**src/rtl/cntbyte_pkg.sv**
```systemverilog
package cntbyte_pkg;

  localparam int BYTE_W  = 8;
  localparam int COUNT_W = 2 * BYTE_W;

  typedef enum logic [1:0] {
    FMT_LSB  = 2'b01,
    FMT_MSB  = 2'b10,
    FMT_BOTH = 2'b11
  } accFmt_e;

  typedef struct packed {
    logic stLo;       // hold first byte of a pair
    logic ldLo;       // load {0, byte}
    logic ldHi;       // load {byte, 0}
    logic ldPair;     // load {byte, stored low}
    logic olCapture;  // output latch takes curCount at this edge
    logic rdSelHi;    // read mux selects upper byte
  } ctrlStb_t;

  function automatic accFmt_e normFmt(input logic [1:0] code);
    case (code)
      2'b01:   return FMT_LSB;
      2'b10:   return FMT_MSB;
      default: return FMT_BOTH;
    endcase
  endfunction

endpackage

```
**src/rtl/cntbyte_ctrl.sv**
```systemverilog
module cntbyte_ctrl
  import cntbyte_pkg::*;
(
  input  logic       clk,
  input  logic       rstN,
  input  logic       cfgWr,
  input  logic [1:0] cfgFmt,
  input  logic       wrEn,
  input  logic       rdEn,
  input  logic       latchReq,
  output ctrlStb_t   stb
);

  accFmt_e fmtQ;
  logic    wrHiQ;
  logic    rdHiQ;
  logic    latchedQ;

  logic    pairFmt;
  logic    wrOk;
  logic    readDone;
  logic    latchAccept;

  always_comb begin
    pairFmt     = (fmtQ == FMT_BOTH);
    wrOk        = wrEn && !cfgWr;
    readDone    = rdEn && !cfgWr && (!pairFmt || rdHiQ);
    latchAccept = latchReq && !cfgWr && (!latchedQ || readDone);

    stb           = '0;
    stb.stLo      = wrOk && pairFmt && !wrHiQ;
    stb.ldLo      = wrOk && (fmtQ == FMT_LSB);
    stb.ldHi      = wrOk && (fmtQ == FMT_MSB);
    stb.ldPair    = wrOk && pairFmt && wrHiQ;
    stb.olCapture = !latchedQ || latchAccept;
    stb.rdSelHi   = (fmtQ == FMT_MSB) || (pairFmt && rdHiQ);
  end

  always_ff @(posedge clk) begin
    if (!rstN) begin
      fmtQ     <= FMT_BOTH;
      wrHiQ    <= 1'b0;
      rdHiQ    <= 1'b0;
      latchedQ <= 1'b0;
    end else if (cfgWr) begin
      fmtQ     <= normFmt(cfgFmt);
      wrHiQ    <= 1'b0;
      rdHiQ    <= 1'b0;
      latchedQ <= 1'b0;
    end else begin
      if (wrEn && pairFmt) wrHiQ <= !wrHiQ;
      if (rdEn && pairFmt) rdHiQ <= !rdHiQ;
      if (latchAccept)   latchedQ <= 1'b1;
      else if (readDone) latchedQ <= 1'b0;
    end
  end


  single_read_release_chk: assert property (@(posedge clk) disable iff (!rstN)
    latchedQ && rdEn && !cfgWr && !latchReq && (fmtQ != FMT_BOTH) |=> !latchedQ);


  cfg_resets_ptr_chk: assert property (@(posedge clk) disable iff (!rstN)
    cfgWr |=> !wrHiQ && !rdHiQ && !latchedQ);

endmodule

```
**src/rtl/cntbyte_dp.sv**
```systemverilog
module cntbyte_dp
  import cntbyte_pkg::*;
#(
  parameter int DATA_W = BYTE_W
) (
  input  logic                clk,
  input  logic                rstN,
  input  ctrlStb_t            stb,
  input  logic [DATA_W-1:0]   wrData,
  input  logic [2*DATA_W-1:0] curCount,
  output logic [DATA_W-1:0]   rdData,
  output logic                loadStb,
  output logic [2*DATA_W-1:0] loadVal
);

  localparam int CW = 2 * DATA_W;

  logic [DATA_W-1:0] crLoQ;
  logic [CW-1:0]     olQ;

  always_ff @(posedge clk) begin
    if (!rstN) begin
      crLoQ   <= '0;
      olQ     <= '0;
      loadStb <= 1'b0;
      loadVal <= '0;
    end else begin
      if (stb.stLo)      crLoQ <= wrData;
      if (stb.olCapture) olQ   <= curCount;
      loadStb <= stb.ldLo || stb.ldHi || stb.ldPair;
      if (stb.ldLo)        loadVal <= {{DATA_W{1'b0}}, wrData};
      else if (stb.ldHi)   loadVal <= {wrData, {DATA_W{1'b0}}};
      else if (stb.ldPair) loadVal <= {wrData, crLoQ};
    end
  end

  assign rdData = stb.rdSelHi ? olQ[CW-1:DATA_W] : olQ[DATA_W-1:0];


  pair_low_kept_chk: assert property (@(posedge clk) disable iff (!rstN)
    stb.ldPair |=> loadStb && (loadVal[DATA_W-1:0] == $past(crLoQ)));

endmodule

```
**src/rtl/timer_byte_port.sv**
```systemverilog
module timer_byte_port
  import cntbyte_pkg::*;
(
  input  logic         clk,
  input  logic         rstN,
  input  logic         cfgWr,
  input  logic [1:0]   cfgFmt,
  input  logic         wrEn,
  input  logic [7:0]   wrData,
  input  logic         rdEn,
  output logic [7:0]   rdData,
  input  logic [15:0]  curCount,
  input  logic         latchReq,
  output logic         loadStb,
  output logic [15:0]  loadVal
);

  ctrlStb_t stb;

  cntbyte_ctrl i_ctrl (
    .clk      (clk),
    .rstN     (rstN),
    .cfgWr    (cfgWr),
    .cfgFmt   (cfgFmt),
    .wrEn     (wrEn),
    .rdEn     (rdEn),
    .latchReq (latchReq),
    .stb      (stb)
  );

  cntbyte_dp #(.DATA_W(BYTE_W)) i_dp (
    .clk      (clk),
    .rstN     (rstN),
    .stb      (stb),
    .wrData   (wrData),
    .curCount (curCount),
    .rdData   (rdData),
    .loadStb  (loadStb),
    .loadVal  (loadVal)
  );


  lsb_only_load_chk: assert property (@(posedge clk) disable iff (!rstN)
    wrEn && !cfgWr && (i_ctrl.fmtQ == FMT_LSB) |=> loadStb && (loadVal == {8'h00, $past(wrData)}));


  msb_only_load_chk: assert property (@(posedge clk) disable iff (!rstN)
    wrEn && !cfgWr && (i_ctrl.fmtQ == FMT_MSB) |=> loadStb && (loadVal == {$past(wrData), 8'h00}));


  pair_first_quiet_chk: assert property (@(posedge clk) disable iff (!rstN)
    wrEn && !cfgWr && (i_ctrl.fmtQ == FMT_BOTH) && !i_ctrl.wrHiQ |=> !loadStb);


  cfg_blocks_write_chk: assert property (@(posedge clk) disable iff (!rstN)
    cfgWr |=> !loadStb);


  track_low_chk: assert property (@(posedge clk) disable iff (!rstN)
    !i_ctrl.latchedQ && !cfgWr && (i_ctrl.fmtQ == FMT_LSB) |=> rdData == $past(curCount[7:0]));


  hold_frozen_chk: assert property (@(posedge clk) disable iff (!rstN)
    i_ctrl.latchedQ && !rdEn && !cfgWr |=> $stable(i_dp.olQ));

endmodule

```
**config.mk**
```make
export PLATFORM = sky130hd
export DESIGN_NAME = timer_byte_port
export DESIGN_NICKNAME = d
export VERILOG_FILES = /design/src/rtl/cntbyte_pkg.sv /design/src/rtl/cntbyte_ctrl.sv /design/src/rtl/cntbyte_dp.sv /design/src/rtl/timer_byte_port.sv
export SDC_FILE = /design/constraint.sdc
export NUM_CORES = 1
export LEC_CHECK = 0
export CAP_MARGIN = 20
export CORE_MARGIN = 3
export CORE_UTILIZATION = 35
export CTS_BUF_LIST = sky130_fd_sc_hd__clkbuf_16
export CTS_CLUSTER_SIZE = 8
export DETAILED_ROUTE_END_ITERATION = 16
export DONT_BUFFER_PORTS = 1
export GPL_ROUTABILITY_DRIVEN = 1
export SYNTH_ARGS = -nofsm -noshare
export SYNTH_HDL_FRONTEND = slang
export SYNTH_SLANG_ARGS = --single-unit
```
**constraint.sdc**
```tcl
create_clock -name clk -period 1.5 [get_ports clk]
set_input_delay 0.3 -clock clk [delete_from_list [all_inputs] [get_ports clk]]
set_output_delay 0.3 -clock clk [all_outputs]
set_load 0.005 [all_outputs]
```
==> summary.md <==
| Metric | Value |
|---|---|
| CTS Buf Count | `5` |
| Yosys top cell by area | `dfxtp_1` |
| HPWL after DPL | `3200 um` |
| Mapped Nets | `268` |
| Peak supply drop | `0.000574 V` |
| CTS Hold Buffers Added | `0` |
| Final WS setup | `-91.2 ps` |
| Failing checks | `setup timing` |
| Placed Instances | `298` |
| Hold WS | `88.1 ps` |
| Final period util | `1.06` |
| DRT iter0 DRCs | `91` |
| Die X | `82.4 um` |
| Initial antenna violation count | `0` |
| Average wire per standard cell | `15.0 um` |
| Clock transition at path regs | `60 ps` |
| Mean Syn Cell Area | `8.65 um^2` |
| Worst-margin pin slew | `468 ps` |
| GRT Resource Usage Total | `0.137` |
| Yosys top cell area share | `0.451` |
| Ports | `57` |
| Max Cap Violations | `0` |
| Share of layout cells above drive strength 1 | `0.145` |
| Max FO, Critical Path | `6` |
| Leak | `0.833 nW` |
| Hold/Removal Path Class | `in -> reg` |
| Die height | `82.4 um` |
| H-tree levels | `2` |
| CTS tree | `yes` |
| Grt ovf | `0` |
| Setup crit end kind | `output pin` |
| CTS sink cnt | `46` |
| Via count | `1607` |
| Vias/cell | `5.25` |
| Syn Inst Count | `236` |
| Antenna-violating nets left | `0` |
| Mapped cell area | `0.00204 mm^2` |
| Final Hold Fails | `0` |
| Setup CP Type | `reg -> out` |
| Wire length on met1 | `2090 um` |
| Syn. warnings | `0` |
| Ys async rst share | `0` |
| CORE AREA | `0.00557 mm^2` |
| P&R area growth vs syn | `13.5%` |
| First-pass GRT wire length | `7170 um` |
| Clk Latency, worst-skew pair | `280 ps` |
| Most frequent cells after synthesis | `dfxtp_1, nand2_1, nand3_1, o21ai_0, a21oi_1` |
| DR DRC count | `0` |
| Final nets | `266` |
| Critical Path Start Type | `register` |
| Met3 WL | `394 um` |
| Unique masters post-synth | `27` |
| Ys flop type | `dfxtp_1` |
| Placed Area | `0.00212 mm^2` |
| Largest net degree at the start of global routing | `38` |
| Flops & latches, synth | `46` |
| RD Place Congestion | `0.747` |
| Clk Tree Root Cell | `clkbuf_16` |
| Area contributors post-synth | `dfxtp_1, nand2_1, mux2i_1` |
| Non-filler cells in the finished layout | `306` |
| TNS Setup | `-590 ps` |
| Fin crit period | `1590 ps` |
| Vias in the first global route | `1462` |
| Top-count cell post-synth | `dfxtp_1` |
| RSZ-0062 raised after global routing | `yes` |
| Number of flops mapped to enable cells by yosys | `0` |
| Die Area | `0.00678 mm^2` |
| Final setup fails | `8` |
| Final instance area | `0.00232 mm^2` |
| Power per standard cell area | `1190 mW/mm^2` |
| Row cnt | `27` |
| Met2 WL post-DR | `2060 um` |
| Crit path DAT | `1290 ps` |
| Longest Clk Path Bufs | `2` |
| Max Used Layer | `met4` |
| Fmax | `628 MHz` |
| Starting Density | `0.366` |
| Final wirelength | `4600 um` |
| Drt pass-1 iters | `4` |
| Tot Pwr | `2.77 mW` |
| Status | `finished with violations` |
| Register area share after synthesis | `0.451` |
| N_diodes | `0` |
| Worst slew margin | `0.688` |
| Max Slew Vio Count | `0` |
| CP Data Required Time | `1200 ps` |
| PortBufs | `0` |
| Layout Skew | `5.46 ps` |
==> placed cells by master (no fill, tap or decap), types with 2 or more instances in the layout <==
cell       instances
a21oi_1           17
a31oi_1            8
and3b_1            2
buf_12             2
buf_4             10
clkbuf_16          5
dfxtp_1           43
dfxtp_2            3
inv_1              3
mux2_2             5
mux2_4             3
mux2i_1           16
nand2_1           43
nand2b_1           4
nand3_1           18
nand3b_1           2
nand4_1            8
nor2_1             3
o21ai_0           18
o31ai_1            7
xor2_1             2
==> critical path, cell delays in order, from the launching register on <==
cell,delay (ps)
dfxtp_2,330
inv_2,30
o21ai_2,140
buf_6,150
mux2_2,350
==> layer usage <==
metal	track usage	up-vias
met5	0	-
met4	0.0548	0
met3	0.0553	5
met2	0.197	37
met1	0.182	742
li1	-	823
==> sequential cells by signal, summed over array words and instances (netlist names) <==
signal and flops:
i_dp.crLoQ 8, i_ctrl.fmtQ 2, i_dp.loadVal 16, i_dp.olQ 16, i_ctrl.latchedQ 1, i_dp.loadStb 1
i_ctrl.rdHiQ 1, i_ctrl.wrHiQ 1
==> cell families (layout without fill, tap and decap cells) <==
| group | count (synthesis) | in the layout | synth area share |
|---|---|---|---|
| simple gates | 84 | 84 | 0.198 |
| xor+xnor | 2 | 2 | 0.00859 |
| flops | 46 | 46 | 0.451 |
| mux | 24 | 24 | 0.123 |
| compound gates | 54 | 54 | 0.153 |
| buf+inv | 26 | 24 | 0.0668 |
==> path summary, 6_finish.rpt <==
path	startpoint	end	slack, ps	cells past startpoint
max	i_ctrl.fmtQ[0]$_SDFFE_PN1P_	rdData[3]	-90	4
min	rstN	i_ctrl.fmtQ[0]$_SDFFE_PN1P_	90	1
max reg2reg	i_ctrl.fmtQ[0]$_SDFFE_PN1P_	i_dp.loadVal[4]$_SDFFE_PN0P_	40	5
min reg2reg	i_dp.olQ[13]$_SDFFE_PN0P_	i_dp.olQ[13]$_SDFFE_PN0P_	460	2
==> power breakdown <==
group	switching, mW	total [mW]	internal [mW]
Combinational	0.138	0.257	0.119
Clock	0.433	1.20	0.770
Sequential	0.0301	1.31	1.28
Total	0.601	2.77	2.17
==> repair_timing <==
| item | in CTS | in global routing |
|---|---|---|
| setup buffers | 1 | 0 |
| endpoints found under the setup margin | 8 | 12 |
| resized for setup | 7 | 3 |
==> per-stage QoR <==
| stage | worst slack [ps] | util |
|---|---|---|
| floorplan | 65.2 | - |
| global placement | 117 | 0.381 |
| detailed placement | 114 | 0.381 |
| CTS | -91.2 | 0.414 |
| global route | -138 | 0.415 |
| finish | -91.2 | 0.415 |
==> final cells by class <==
cell class,count,area [um^2]
clock inverters,2,33.8
well taps,72,90.1
multi-input cells,164,1000
flip-flops and latches,46,925
clock buffers,5,125
fillers,563,3260
inverters,4,15.0
repair buffers,13,126
Note: power is estimated with default switching activity, not from simulation.
